## config.mk

```make
export PLATFORM = sky130hd
export DESIGN_NAME = adcseq_top
export DESIGN_NICKNAME = d
export VERILOG_FILES = /design/src/rtl/adcseq_pkg.sv /design/src/rtl/adcseq_cmd_dec.sv /design/src/rtl/adcseq_cfg_bank.sv /design/src/rtl/adcseq_rr_pick.sv /design/src/rtl/adcseq_top.sv
export SDC_FILE = /design/constraint.sdc
export NUM_CORES = 1
export LEC_CHECK = 0
export BUFFER_PORTS_ARGS = -buffer_cell sky130_fd_sc_hd__buf_2
export CORE_ASPECT_RATIO = 0.7
export CORE_MARGIN = 4
export CORE_UTILIZATION = 50
export DETAILED_ROUTE_END_ITERATION = 6
export PLACE_DENSITY = 0.75
export SLEW_MARGIN = 20
export SYNTH_ARGS = -nofsm -noshare
export SYNTH_HDL_FRONTEND = slang
export SYNTH_SLANG_ARGS = --single-unit
```

## constraint.sdc

```tcl
create_clock -name clk -period 2.3 [get_ports clk]
set_clock_uncertainty 0.05 [all_clocks]
set_input_delay 0.115 -clock clk [delete_from_list [all_inputs] [get_ports clk]]
set_output_delay 0.115 -clock clk [all_outputs]
set_load 0.005 [all_outputs]
```

## src/rtl/adcseq_pkg.sv

```systemverilog
package adcseq_pkg;

    localparam int BYTE_W = 8;
    localparam int RES_W  = 10;
    localparam int CH_W   = 2;

    typedef logic [CH_W-1:0]  chan_t;
    typedef logic [RES_W-1:0] res_t;

    typedef struct packed {
        logic  valid;
        chan_t chan;
        logic  ref_sup;
        logic  unity_gain;
        logic  demand;
    } cmd_t;

    typedef enum logic [1:0] {
        BUF_EMPTY = 2'd0,
        BUF_HI    = 2'd1,
        BUF_LO    = 2'd2
    } buf_t;

    function automatic logic [BYTE_W-1:0] fmt_hi(chan_t c, res_t r);
        return {2'b10, c, r[9:6]};
    endfunction

    function automatic logic [BYTE_W-1:0] fmt_lo(res_t r);
        return {1'b0, r[5:0], 1'b0};
    endfunction

endpackage

```

## src/rtl/adcseq_cmd_dec.sv

```systemverilog
module adcseq_cmd_dec
    import adcseq_pkg::*;
#(
    parameter int NUM_CH = 3
) (
    input  logic              rx_valid,
    input  logic [BYTE_W-1:0] rx_byte,
    output cmd_t              cmd
);
    localparam chan_t MAX_CH = chan_t'(NUM_CH - 1);

    logic legal;

    always_comb begin
        legal          = (rx_byte[7:6] == 2'b11) && (rx_byte[5:4] <= MAX_CH);
        cmd.valid      = rx_valid && legal;
        cmd.chan       = rx_byte[5:4];
        cmd.ref_sup    = rx_byte[3];
        cmd.demand     = rx_byte[1];
        cmd.unity_gain = rx_byte[0];
    end

endmodule

```

## src/rtl/adcseq_cfg_bank.sv

```systemverilog
module adcseq_cfg_bank
    import adcseq_pkg::*;
#(
    parameter int NUM_CH = 3
) (
    input  logic              clk,
    input  logic              rst,
    input  cmd_t              cmd,
    output logic [NUM_CH-1:0] demand_vec,
    output logic [NUM_CH-1:0] ref_vec,
    output logic [NUM_CH-1:0] gain_vec
);

    for (genvar i = 0; i < NUM_CH; i++) begin : g_ch
        logic dem_q, ref_q, gain_q;

        always_ff @(posedge clk) begin
            if (rst) begin
                dem_q  <= 1'b1;
                ref_q  <= 1'b1;
                gain_q <= 1'b1;
            end else if (cmd.valid && (cmd.chan == chan_t'(i))) begin
                dem_q  <= cmd.demand;
                ref_q  <= cmd.ref_sup;
                gain_q <= cmd.unity_gain;
            end
        end

        assign demand_vec[i] = dem_q;
        assign ref_vec[i]    = ref_q;
        assign gain_vec[i]   = gain_q;
    end

endmodule

```

## src/rtl/adcseq_rr_pick.sv

```systemverilog
module adcseq_rr_pick
    import adcseq_pkg::*;
#(
    parameter int NUM_CH = 3
) (
    input  logic [NUM_CH-1:0] mask,
    input  chan_t             last,
    output logic              any,
    output chan_t             next
);

    always_comb begin
        any  = |mask;
        next = last;
        // walk offsets from far to near so the nearest enabled input wins
        for (int off = NUM_CH; off >= 1; off--) begin
            int idx;
            idx = (int'(last) + off) % NUM_CH;
            if (mask[idx]) next = chan_t'(idx);
        end
    end

endmodule

```

## src/rtl/adcseq_top.sv

```systemverilog
module adcseq_top
    import adcseq_pkg::*;
#(
    parameter int NUM_CH = 3
) (
    input  logic       clk,
    input  logic       rst,
    input  logic       rx_valid,
    input  logic [7:0] rx_byte,
    input  logic       rd_req,
    output logic       tx_valid,
    output logic [7:0] tx_byte,
    output logic       conv_start,
    output logic [1:0] conv_chan,
    output logic       conv_ref,
    output logic       conv_gain,
    input  logic       conv_done,
    input  logic [9:0] conv_result
);
    localparam chan_t LAST_INIT = chan_t'(NUM_CH - 1);

    cmd_t              cmd;
    logic [NUM_CH-1:0] demand_vec, ref_vec, gain_vec;
    logic              rr_any;
    chan_t             rr_next;

    logic              echo_pend;
    logic [7:0]        echo_byte;
    logic              dmd_pend;
    chan_t             dmd_chan;
    logic              busy;
    chan_t             cur_chan;
    chan_t             last_chan;
    buf_t              bstate;
    res_t              res_q;
    chan_t             res_chan;
    logic              start_q, ref_q, gain_q;
    logic              pop;

    adcseq_cmd_dec #(.NUM_CH(NUM_CH)) u_dec (
        .rx_valid (rx_valid),
        .rx_byte  (rx_byte),
        .cmd      (cmd)
    );

    adcseq_cfg_bank #(.NUM_CH(NUM_CH)) u_cfg (
        .clk        (clk),
        .rst        (rst),
        .cmd        (cmd),
        .demand_vec (demand_vec),
        .ref_vec    (ref_vec),
        .gain_vec   (gain_vec)
    );

    adcseq_rr_pick #(.NUM_CH(NUM_CH)) u_rr (
        .mask (~demand_vec),
        .last (last_chan),
        .any  (rr_any),
        .next (rr_next)
    );

    // output selection: a started packet finishes first, then echo, then data
    always_comb begin
        tx_valid = 1'b0;
        tx_byte  = 8'h00;
        if (bstate == BUF_LO) begin
            tx_valid = 1'b1;
            tx_byte  = fmt_lo(res_q);
        end else if (echo_pend) begin
            tx_valid = 1'b1;
            tx_byte  = echo_byte;
        end else if (bstate == BUF_HI) begin
            tx_valid = 1'b1;
            tx_byte  = fmt_hi(res_chan, res_q);
        end
    end

    assign pop = rd_req && tx_valid;

    always_ff @(posedge clk) begin
        if (rst) begin
            echo_pend <= 1'b0;
            echo_byte <= '0;
            dmd_pend  <= 1'b0;
            dmd_chan  <= '0;
            busy      <= 1'b0;
            cur_chan  <= '0;
            last_chan <= LAST_INIT;
            bstate    <= BUF_EMPTY;
            res_q     <= '0;
            res_chan  <= '0;
            start_q   <= 1'b0;
            ref_q     <= 1'b0;
            gain_q    <= 1'b0;
        end else begin
            start_q <= 1'b0;

            if (pop) begin
                if (bstate == BUF_LO)      bstate    <= BUF_EMPTY;
                else if (echo_pend)        echo_pend <= 1'b0;
                else if (bstate == BUF_HI) bstate    <= BUF_LO;
            end

            if (busy) begin
                if (conv_done) begin
                    busy     <= 1'b0;
                    res_q    <= conv_result;
                    res_chan <= cur_chan;
                    bstate   <= BUF_HI;
                end
            end else if (bstate == BUF_EMPTY) begin
                if (dmd_pend) begin
                    busy     <= 1'b1;
                    start_q  <= 1'b1;
                    cur_chan <= dmd_chan;
                    ref_q    <= ref_vec[dmd_chan];
                    gain_q   <= gain_vec[dmd_chan];
                    dmd_pend <= 1'b0;
                end else if (rr_any) begin
                    busy      <= 1'b1;
                    start_q   <= 1'b1;
                    cur_chan  <= rr_next;
                    last_chan <= rr_next;
                    ref_q     <= ref_vec[rr_next];
                    gain_q    <= gain_vec[rr_next];
                end
            end

            // a new command overrides the request just launched
            if (cmd.valid) begin
                echo_pend <= 1'b1;
                echo_byte <= rx_byte;
                if (cmd.demand) begin
                    dmd_pend <= 1'b1;
                    dmd_chan <= cmd.chan;
                end
            end
        end
    end

    assign conv_start = start_q;
    assign conv_chan  = cur_chan;
    assign conv_ref   = ref_q;
    assign conv_gain  = gain_q;

endmodule

```

==> impl_metrics.tcl, run 1 <==
set metrics [dict create \
    grt_max_degree 33 \
    core_area_sq_um 3990 \
    routabilityCongestion 0.857 \
    worstSetupPathType "flop to flop" \
    start_util 0.527 \
    leakage_uw 0.00104 \
    regArea_sq_um 866 \
    dp.final_hpwl_um 3500 \
    grt_use_met2 0.276 \
    fin_tns_setup_ns 0 \
    synth.distinct_cells 49 \
    rows 19 \
    synth_edf_count 0 \
    holdWs_ns 0.00442 \
    clock.fmax_ghz 0.461 \
    syn_area_per_cell_sq_um 8.45 \
    max_slew.worst_pin.slew_ns 0.585 \
    crit_buf_inv 1 \
    slowest_delay_ns 0.33 \
    antenna_found_initial 0 \
    vias 1921 \
    critPathTopFamily "compound AO/OA/AOI/OAI gates" \
    routedWlPerCell_um 14.6 \
    netlist_area_sq_um 2100 \
    layout-drive-gt1-share 0.253 \
    final_common_cell "nand2_1" \
    outcome "complete, no violations" \
    track_usage 0.191 \
    synth_top_family_by_area "simple AND/OR/NAND/NOR gates" \
    r2r-end "conv_ref" \
    fin_crit_ns 2.17 \
    grt_util_met1 0.276 \
    critical-path-slowest-cell "dfxtp_2" \
    synth_nets 276 \
    hold_class "input port to flop" \
    maxSlewViolCount 0 \
    synthXorXnorAreaFrac 0 \
    synth_simple_gate_area_frac 0.249 \
    synthAdderAreaFrac 0.0238 \
    fin_util 0.643 \
    synth-compound-area-share 0.238 \
    setup_viol 0 \
    syn_inst 249 \
    path_cells "inv_2 > ha_2 > a21oi_1 > o311ai_4 > o41ai_4 > mux2_4 > a221oi_2 > o31ai_1" \
    vias_per_cell 5.57 \
    worstHoldStart "conv_result[7]" \
    stdcell_area_sq_um 2570 \
    postRouteAntennaNets 0 \
    crit_path_start_kind "flop" \
    dpl-instance-area_sq_um 2370 \
    max_slew_margin 0.610 \
    clockBufferDepth 2 \
    path_clk_slew_ns 0.08 \
    die-area_sq_um 5330 \
    peakVddDrop_mv 0.373 \
    io_buffers 36 \
    gr-usage-met3 0.0515 \
    holdPathStages 3 \
    clkLatencyLatePin_ns 0.29 \
    yosys_warnings 0 \
    clock-root-buffer "clkbuf_8" \
    grt.busiest_layer "met2" \
    reg2reg_from "last_chan[0]" \
    cp_max_fo 8 \
    ys.flop_type "dfxtp_1" \
    top_level_ports 37 \
    cts_tree "built" \
    synth-seq-area-share 0.409 \
    p_sw_uw 391 \
    grt_pass1_vias 1794 \
    ys_ff_latch 43 \
    area_delta_synth_final_pct 22.1 \
    internal_power_uw 1230 \
    wl_um 5030 \
    die_y_um 62.3 \
    final_cell_mix "46 x nand2_1, 41 x dfxtp_1, 36 x buf_2, 23 x a21oi_1, 21 x nor2_1" \
    multiInputGateArea_sq_um 1240 \
    fin_nets 319 \
    cts_htree_levels 2 \
    ys_async_sr_fraction 0 \
    r2r_slack_ns 0.13 \
    nFillCells 366 \
    cts_sinks 43 \
    p_clk_frac 0.370 \
    hold_viol 0 \
    first_pass_iters 4 \
    drc 0 \
    seqPwrFrac 0.487 \
    grt_pass1_wl_um 8320 \
    reg2reg_depth 8 \
    drv_cap 0 \
    cp.required_ns 2.41 \
    drt-initial-drc-count 135 \
    period_share 0.942 \
    hold_end "res_q[7]" \
    end_kind "flop" \
    p_comb_frac 0.142 \
    die_x_um 85.5 \
    cellPowerDensity_nw_per_um2 631 \
    antenna_cells 0 \
    synth.mux.area_fraction 0.0464 \
    overflow 0 \
    critPathArrivalTime_ns 2.28 \
    numCtsBuffers 5 \
    sw_frac_of_total 0.241 \
]
-- cell usage after synthesis, types with 2 or more instances --
master | n | area [sq um]
nor3_1 | 5 | 25.0
dfxtp_1 | 43 | 861
nand3_1 | 2 | 10.0
o31ai_1 | 2 | 15.0
clkbuf_1 | 7 | 26.3
ha_1 | 4 | 50.1
nand2_1 | 46 | 173
nor3b_1 | 3 | 22.5
buf_6 | 2 | 22.5
nor2_1 | 21 | 78.8
a21oi_1 | 23 | 115
and3_1 | 6 | 37.5
o21bai_1 | 2 | 15.0
o221ai_1 | 2 | 17.5
a211o_1 | 10 | 87.6
nand2b_1 | 5 | 31.3
nand3b_1 | 3 | 22.5
mux2_1 | 2 | 22.5
inv_1 | 3 | 11.3
mux2i_1 | 6 | 60.1
o211ai_1 | 2 | 15.0
nor2b_1 | 11 | 68.8
a211oi_1 | 3 | 22.5
a22oi_1 | 7 | 52.6
o21ai_0 | 5 | 25.0
-- what timing repair did --
action / 4_1_cts / 5_1_grt
resized for setup: 5 / 10
endpoints found under the hold margin: 0 / 1
endpoints found under the setup margin: 2 / 2
hold buffers: 0 / 1
pin swaps: 2 / 5
buffers inserted: 1 / 1
-- final cells by class --
class,count,area share
Multi-Input combinational cell,191,0.483
Sequential cell,43,0.337
Timing Repair Buffer,47,0.103
Clock buffer,6,0.0321
Tap cell,52,0.0253
Clock inverter,2,0.0136
Inverter,4,0.00584
-- metrics by stage --
| step | cells | setup WS (ns) | total power [uW] |
|---|---|---|---|
| 2_1_floorplan | 249 | 0.0622 | 938 |
| 3_3_place_gp | 335 | 0.0443 | 1010 |
| 3_5_place_dp | 335 | -0.0465 | 1010 |
| 4_1_cts | 344 | 0.00459 | 1620 |
| 5_1_grt | 345 | -0.000351 | 1690 |
| 6_report | 345 | 0.132 | 1620 |
-- layer usage --
layer,vias up,wire length (um)
met4,0,44
met1,882,2470
met3,7,325
met2,56,2190
li1,976,-
met5,-,0
-- worst max path at each step --
stage,from,to,cells past startpoint
finish,last_chan[0],conv_ref,8
detailed placement,last_chan[0],conv_ref,8
global route,last_chan[0],conv_ref,9
CTS,last_chan[1],conv_ref,9
floorplan,last_chan[0],conv_ref,8
global placement,last_chan[1],conv_ref,7
-- registers in the layout, indices dropped and copies added (netlist names) --
register,cells
last_chan,2
res_chan,2
dmd_pend,1
dmd_chan,2
conv_start,1
conv_ref,1
u_cfg.g_ch.dem_q,3
echo_byte,8
bstate,2
u_cfg.g_ch.gain_q,3
busy,1
echo_pend,1
res_q,10
conv_gain,1
conv_chan,2
u_cfg.g_ch.ref_q,3
-- tightest hold or removal path, cell delays in order --
cell,delay (ns)
buf_2,0.10
nand2_1,0.04
a21oi_1,0.05
-- power groups by stage --
stage          logic (uW)  clock network, uW  registers [uW]
2_1_floorplan         138                  0             800
3_3_place_gp          202                  0             806
3_5_place_dp          207                  0             806
4_1_cts               213                613             789
5_1_grt               252                649             794
6_report              231                601             790
-- kinds of logic (layout without fill, tap and decap cells) --
| group | after synthesis | count (layout) |
|---|---|---|
| AND/OR/NAND/NOR | 109 | 109 |
| AO/OA/AOI/OAI | 69 | 69 |
| flip-flops | 43 | 43 |
| buffers and inverters | 15 | 59 |
| multiplexers | 9 | 9 |
| adder cells (fa/ha/maj) | 4 | 4 |
Note: power is estimated with default switching activity, not from simulation.
==> run 2: changes to the inputs <==
==> constraint.sdc (replaced) <==
create_clock -name clk -period 2.3 [get_ports clk]
set_clock_uncertainty 0.05 [all_clocks]
set_input_delay 0.69 -clock clk [delete_from_list [all_inputs] [get_ports clk]]
set_output_delay 0.69 -clock clk [all_outputs]
set_load 0.005 [all_outputs]
==> run 2 against run 1 <==
  * Maximum frequency shrank 2.3%
  * Non-clock buffer count increased by 1
  * First-iteration DRC count is 16% higher
  * Sequential share of layout area grew 0.74 points
  * Cell area down 2.1%
  * Register-to-register slack worse by 0.05 ns
  * Setup slack worse by 0.050 ns
  * Wire length decreased by 4.6%
  * Largest cell class unchanged
  * Largest power group unchanged
==> impl_metrics.tcl, run 2 (synthesis gave the netlist of run 1 again) <==
set metrics [dict create \
    outcome "complete, no violations" \
    fin_nets 320 \
    die_y_um 62.3 \
    antenna_found_initial 0 \
    rsz0062_at_grt "no" \
    p_sw_uw 392 \
    overflow 0 \
    area_delta_synth_final_pct 19.5 \
    grt_pass1_vias 1690 \
    io_buffers 36 \
    die_x_um 85.5 \
    numCtsBuffers 5 \
    largest_reg_flops 10 \
    met1_length_um 2550 \
    vias 1900 \
    top_regs "res_q: 10 flops, echo_byte: 8 flops" \
    crit_path_start_kind "flop" \
    setup_viol 0 \
    postRouteAntennaNets 0 \
    vias_per_cell 5.49 \
    r2r_slack_ns 0.08 \
    cts_tree "built" \
    reg2reg_from "last_chan[1]" \
    cp.required_ns 2.41 \
    cts_htree_levels 2 \
    period_share 0.964 \
    clock.fmax_ghz 0.451 \
    p_comb_frac 0.147 \
    drv_cap 0 \
    leakage_uw 0.00102 \
    clkLatencyLatePin_ns 0.30 \
    path_cells "inv_1 > ha_2 > a21oi_1 > o311ai_2 > o41ai_4 > mux2_4 > a221oi_2 > o31ai_1" \
    grt_pass1_wl_um 7980 \
    stdcell_area_sq_um 2510 \
    fin_crit_ns 2.22 \
    cellPowerDensity_nw_per_um2 587 \
    wl_met2_um 1900 \
    critical-path-slowest-cell "dfxtp_2" \
    routabilityCongestion 0.885 \
    internal_power_uw 1090 \
    antenna_cells 0 \
    p_clk_frac 0.318 \
    seqPwrFrac 0.535 \
    cp_max_fo 8 \
    critPathArrivalTime_ns 2.33 \
    core_area_sq_um 3990 \
    hold_viol 0 \
    holdPathStages 2 \
    fin_util 0.630 \
    start_util 0.527 \
    final_common_cell "nand2_1" \
    wl_um 4800 \
    top_level_ports 37 \
    max_slew.worst_pin.slew_ns 0.587 \
    final_cell_mix "46 x nand2_1, 39 x dfxtp_1, 36 x buf_2, 23 x a21oi_1, 20 x nor2_1" \
    hold_end "res_q[5]" \
    slowest_delay_ns 0.36 \
    cts_hold_buffers 0 \
    worstHoldStart "res_q[5]" \
    end_kind "flop" \
    sw_frac_of_total 0.265 \
    drc 0 \
    hold_class "flop to flop" \
    clock-root-buffer "clkbuf_8" \
    peakVddDrop_mv 0.367 \
    worstSetupPathType "flop to flop" \
    dpl-instance-area_sq_um 2390 \
    max_slew_margin 0.608 \
    layout-drive-gt1-share 0.252 \
    drt-initial-drc-count 156 \
    top_layer "met4" \
    top_register "res_q" \
    path_clk_slew_ns 0.08 \
    first_pass_iters 4 \
    rows 19 \
    cts_sinks 43 \
    grt_max_degree 33 \
    r2r-end "conv_ref" \
    clockBufferDepth 2 \
    die-area_sq_um 5330 \
    dp.final_hpwl_um 3510 \
    track_usage 0.184 \
    cts_setup_buffers 0 \
    reg2reg_depth 8 \
    route.met3.wl_um 292 \
    maxSlewViolCount 0 \
    routedWlPerCell_um 13.9 \
]
==> run 2: routing by layer <==
metal  vias to the layer above  GRT usage
li1                        981          -
met5                         -          0
met2                        45      0.244
met3                         5     0.0489
met1                       869      0.284
met4                         0     0.0593
==> run 2: power by group through the flow <==
stage	Combinational [uW]	Clock (uW)	Sequential [uW]
final	217	470	790
after detailed placement	209	0	806
after global placement	204	0	805
after CTS	210	485	788
after global routing	237	521	794
after floorplan	138	0	800
==> run 2: worst max-delay path by stage <==
| stage | start | to | slack [ns] |
|---|---|---|---|
| 2_1_floorplan | last_chan[0] | conv_ref | 0.06 |
| 3_3_place_gp | last_chan[1] | conv_ref | 0.05 |
| 3_5_place_dp | last_chan[1] | conv_ref | -0.02 |
| 4_1_cts | bstate[1] | tx_byte[4] | 0.03 |
| 5_1_grt | bstate[1] | tx_byte[2] | 0.008 |
| 6_report | last_chan[1] | conv_ref | 0.08 |
==> run 2: through the flow <==
| stage | setup WS, ns | std cells | hold WS [ns] | TNS [ns] | power (uW) |
|---|---|---|---|---|---|
| final | 0.0820 | 346 | 0.409 | 0 | 1480 |
| after global routing | 0.00792 | 346 | 0.439 | 0 | 1550 |
| after CTS | 0.0258 | 346 | 0.410 | 0 | 1480 |
| after detailed placement | -0.0165 | 338 | 0.398 | -0.0225 | 1010 |
| after global placement | 0.0495 | 338 | 0.392 | 0 | 1010 |
| after floorplan | 0.0622 | 249 | 0.386 | 0 | 938 |
==> run 2: final cells by class <==
cell class	count	area [sq um]
repair buffers	48	270
inverters	4	15.0
fillers	354	1480
flip-flops and latches	43	866
well taps	52	65.1
clock buffers	6	72.6
clock inverters	2	12.5
multi-input cells	191	1210
==> run 2: critical path, delay by kind of cell (launching register included) <==
family          cells  cell delay [ns]
mux                 1             0.32
flops               1             0.36
buf+inv             1             0.10
fa+ha+maj           1             0.25
compound gates      5             0.99
==> run 2: timing repair <==
action                     4_1_cts  5_1_grt
setup endpoints to repair        2        8
gates resized for setup          1       10
pin swaps                        1        1
==> run 3: changes to the inputs <==
--- a/config.mk
+++ b/config.mk
@@ -11,6 +11,7 @@
 export CORE_UTILIZATION = 50
 export DETAILED_ROUTE_END_ITERATION = 6
 export PLACE_DENSITY = 0.75
+export RECOVER_POWER = 25
 export SLEW_MARGIN = 20
 export SYNTH_ARGS = -nofsm -noshare
 export SYNTH_HDL_FRONTEND = slang
==> run 3 against run 2 <==
  * Clock power barely moved
  * Largest cell class unchanged
  * Count of clock-buffer cells in the layout did not move
  * Largest power group unchanged
  * Non-clock buffer count did not move
  * Via count rose by 0.11%
  * Wire length fell by 0.17%
  * First-iteration DRC count did not move
==> impl_metrics.tcl, run 3 (synthesis gave the netlist of run 1 again) <==
set metrics [dict create \
    r2r-end "conv_ref" \
    drv_cap 0 \
    cp_max_fo 8 \
    first_pass_iters 4 \
    top_level_ports 37 \
    top_regs "res_q: 10 flops, echo_byte: 8 flops" \
    hold_viol 0 \
    overflow 0 \
    rsz0062_at_grt "no" \
    drc 0 \
    sw_frac_of_total 0.264 \
    rows 19 \
    wl_um 4790 \
    fin_crit_ns 2.22 \
    core_area_sq_um 3990 \
    critPathArrivalTime_ns 2.33 \
    vias 1902 \
    cp.required_ns 2.41 \
    cts_htree_levels 2 \
    largest_reg_flops 10 \
    final_cell_mix "46 x nand2_1, 39 x dfxtp_1, 35 x buf_2, 23 x a21oi_1, 20 x nor2_1" \
    routedWlPerCell_um 13.8 \
    reg2reg_from "last_chan[1]" \
    antenna_cells 0 \
    r2r_slack_ns 0.08 \
    regArea_sq_um 866 \
    antenna_found_initial 0 \
    layout-drive-gt1-share 0.245 \
    cts_setup_buffers 0 \
    cellPowerDensity_nw_per_um2 587 \
    top_register "res_q" \
    worst_slack_ns 0.0785 \
    nFillCells 355 \
    hold_class "flop to flop" \
    crit_path_start_kind "flop" \
    maxSlewViolCount 0 \
    track_usage 0.184 \
    worstHoldStart "res_q[5]" \
    final_cells 346 \
    peakVddDrop_mv 0.367 \
    vias_per_cell 5.50 \
    grt_pass1_vias 1690 \
    preCtsSetupSlack_ns -0.0165 \
    finalPower_uw 1470 \
    outcome "complete, no violations" \
    die_x_um 85.5 \
    die-area_sq_um 5330 \
    grt_max_degree 33 \
    drt-initial-drc-count 156 \
    end_kind "flop" \
    seqPwrFrac 0.536 \
    max_slew_margin 0.543 \
    routabilityCongestion 0.885 \
    start_util 0.527 \
    fin_nets 320 \
    dp.final_hpwl_um 3510 \
    final_common_cell "nand2_1" \
    numCtsBuffers 5 \
    path_clk_slew_ns 0.08 \
    cts_sinks 43 \
    internal_power_uw 1080 \
    max_slew.worst_pin.slew_ns 0.685 \
    die_y_um 62.3 \
    clkLatencyLatePin_ns 0.30 \
    worstSetupPathType "flop to flop" \
    leakage_uw 0.00101 \
    reg2reg_depth 8 \
    p_comb_frac 0.147 \
    setup_viol 0 \
    clockBufferDepth 2 \
    period_share 0.966 \
    cts_hold_buffers 0 \
    clock-root-buffer "clkbuf_8" \
    p_clk_frac 0.317 \
    multiInputGateArea_sq_um 1210 \
    area_delta_synth_final_pct 19.3 \
    clock.fmax_ghz 0.450 \
    holdPathStages 2 \
    fin_tns_setup_ns 0 \
    p_sw_uw 389 \
    postRouteAntennaNets 0 \
    grt_pass1_wl_um 7980 \
    fin_util 0.628 \
    cts_tree "built" \
    io_buffers 36 \
    post-place-cells 338 \
    hold_end "res_q[5]" \
]
==> run 3: cell count changes in the layout (fill, tap and decap cells not counted), sizes merged <==
cell and change:
buf -2, clkbuf +2
==> run 3: layer usage <==
layer,track usage,vias to the layer above,part of all wire
li1,-,978,-
met1,0.284,870,0.53
met2,0.244,49,0.39
met3,0.0489,5,0.063
met4,0.0593,0,0.010
met5,0,-,0
==> run 3: worst max path at each step <==
stage | start | to | slack, ns | cells past startpoint
4_1_cts | bstate[1] | tx_byte[4] | 0.03 | 7
5_1_grt | bstate[1] | tx_byte[2] | 0.008 | 7
2_1_floorplan | last_chan[0] | conv_ref | 0.06 | 8
3_3_place_gp | last_chan[1] | conv_ref | 0.05 | 8
6_report | last_chan[1] | conv_ref | 0.08 | 8
3_5_place_dp | last_chan[1] | conv_ref | -0.02 | 8
==> run 3: per-stage QoR <==
| step | hold slack (ns) | cell area (sq um) |
|---|---|---|
| after global placement | 0.392 | 2390 |
| final | 0.409 | 2510 |
| after detailed placement | 0.398 | 2390 |
| after floorplan | 0.386 | 2120 |
| after CTS | 0.410 | 2480 |
| after global routing | 0.439 | 2510 |
==> run 3: cell type report <==
class / count / share of cell area
Sequential cell: 43 / 0.345
Tap cell: 52 / 0.0259
Multi-Input combinational cell: 191 / 0.484
Inverter: 4 / 0.00598
Timing Repair Buffer: 48 / 0.106
Clock inverter: 2 / 0.00499
Clock buffer: 6 / 0.0289
==> run 3: timing repair <==
action,CTS,global route
hold endpoints to repair,0,0
cloned,0,0
pin swaps,1,1
endpoints found under the setup margin,2,8
resized for setup,1,10
==> run 3: critical path, stage by stage, from the launching register on <==
cell and delay, ns:
dfxtp_2 0.36, inv_1 0.10, ha_2 0.26, a21oi_1 0.12, o311ai_2 0.35, o41ai_4 0.16
mux2_4 0.32, a221oi_2 0.26, o31ai_1 0.10
==> run 3: power by group through the flow <==
| stage | sequential [uW] | clock, uW | combinational [uW] |
|---|---|---|---|
| finish | 790 | 467 | 216 |
| global route | 794 | 521 | 236 |
| CTS | 788 | 485 | 210 |
| detailed placement | 806 | 0 | 209 |
| global placement | 805 | 0 | 204 |
| floorplan | 800 | 0 | 138 |
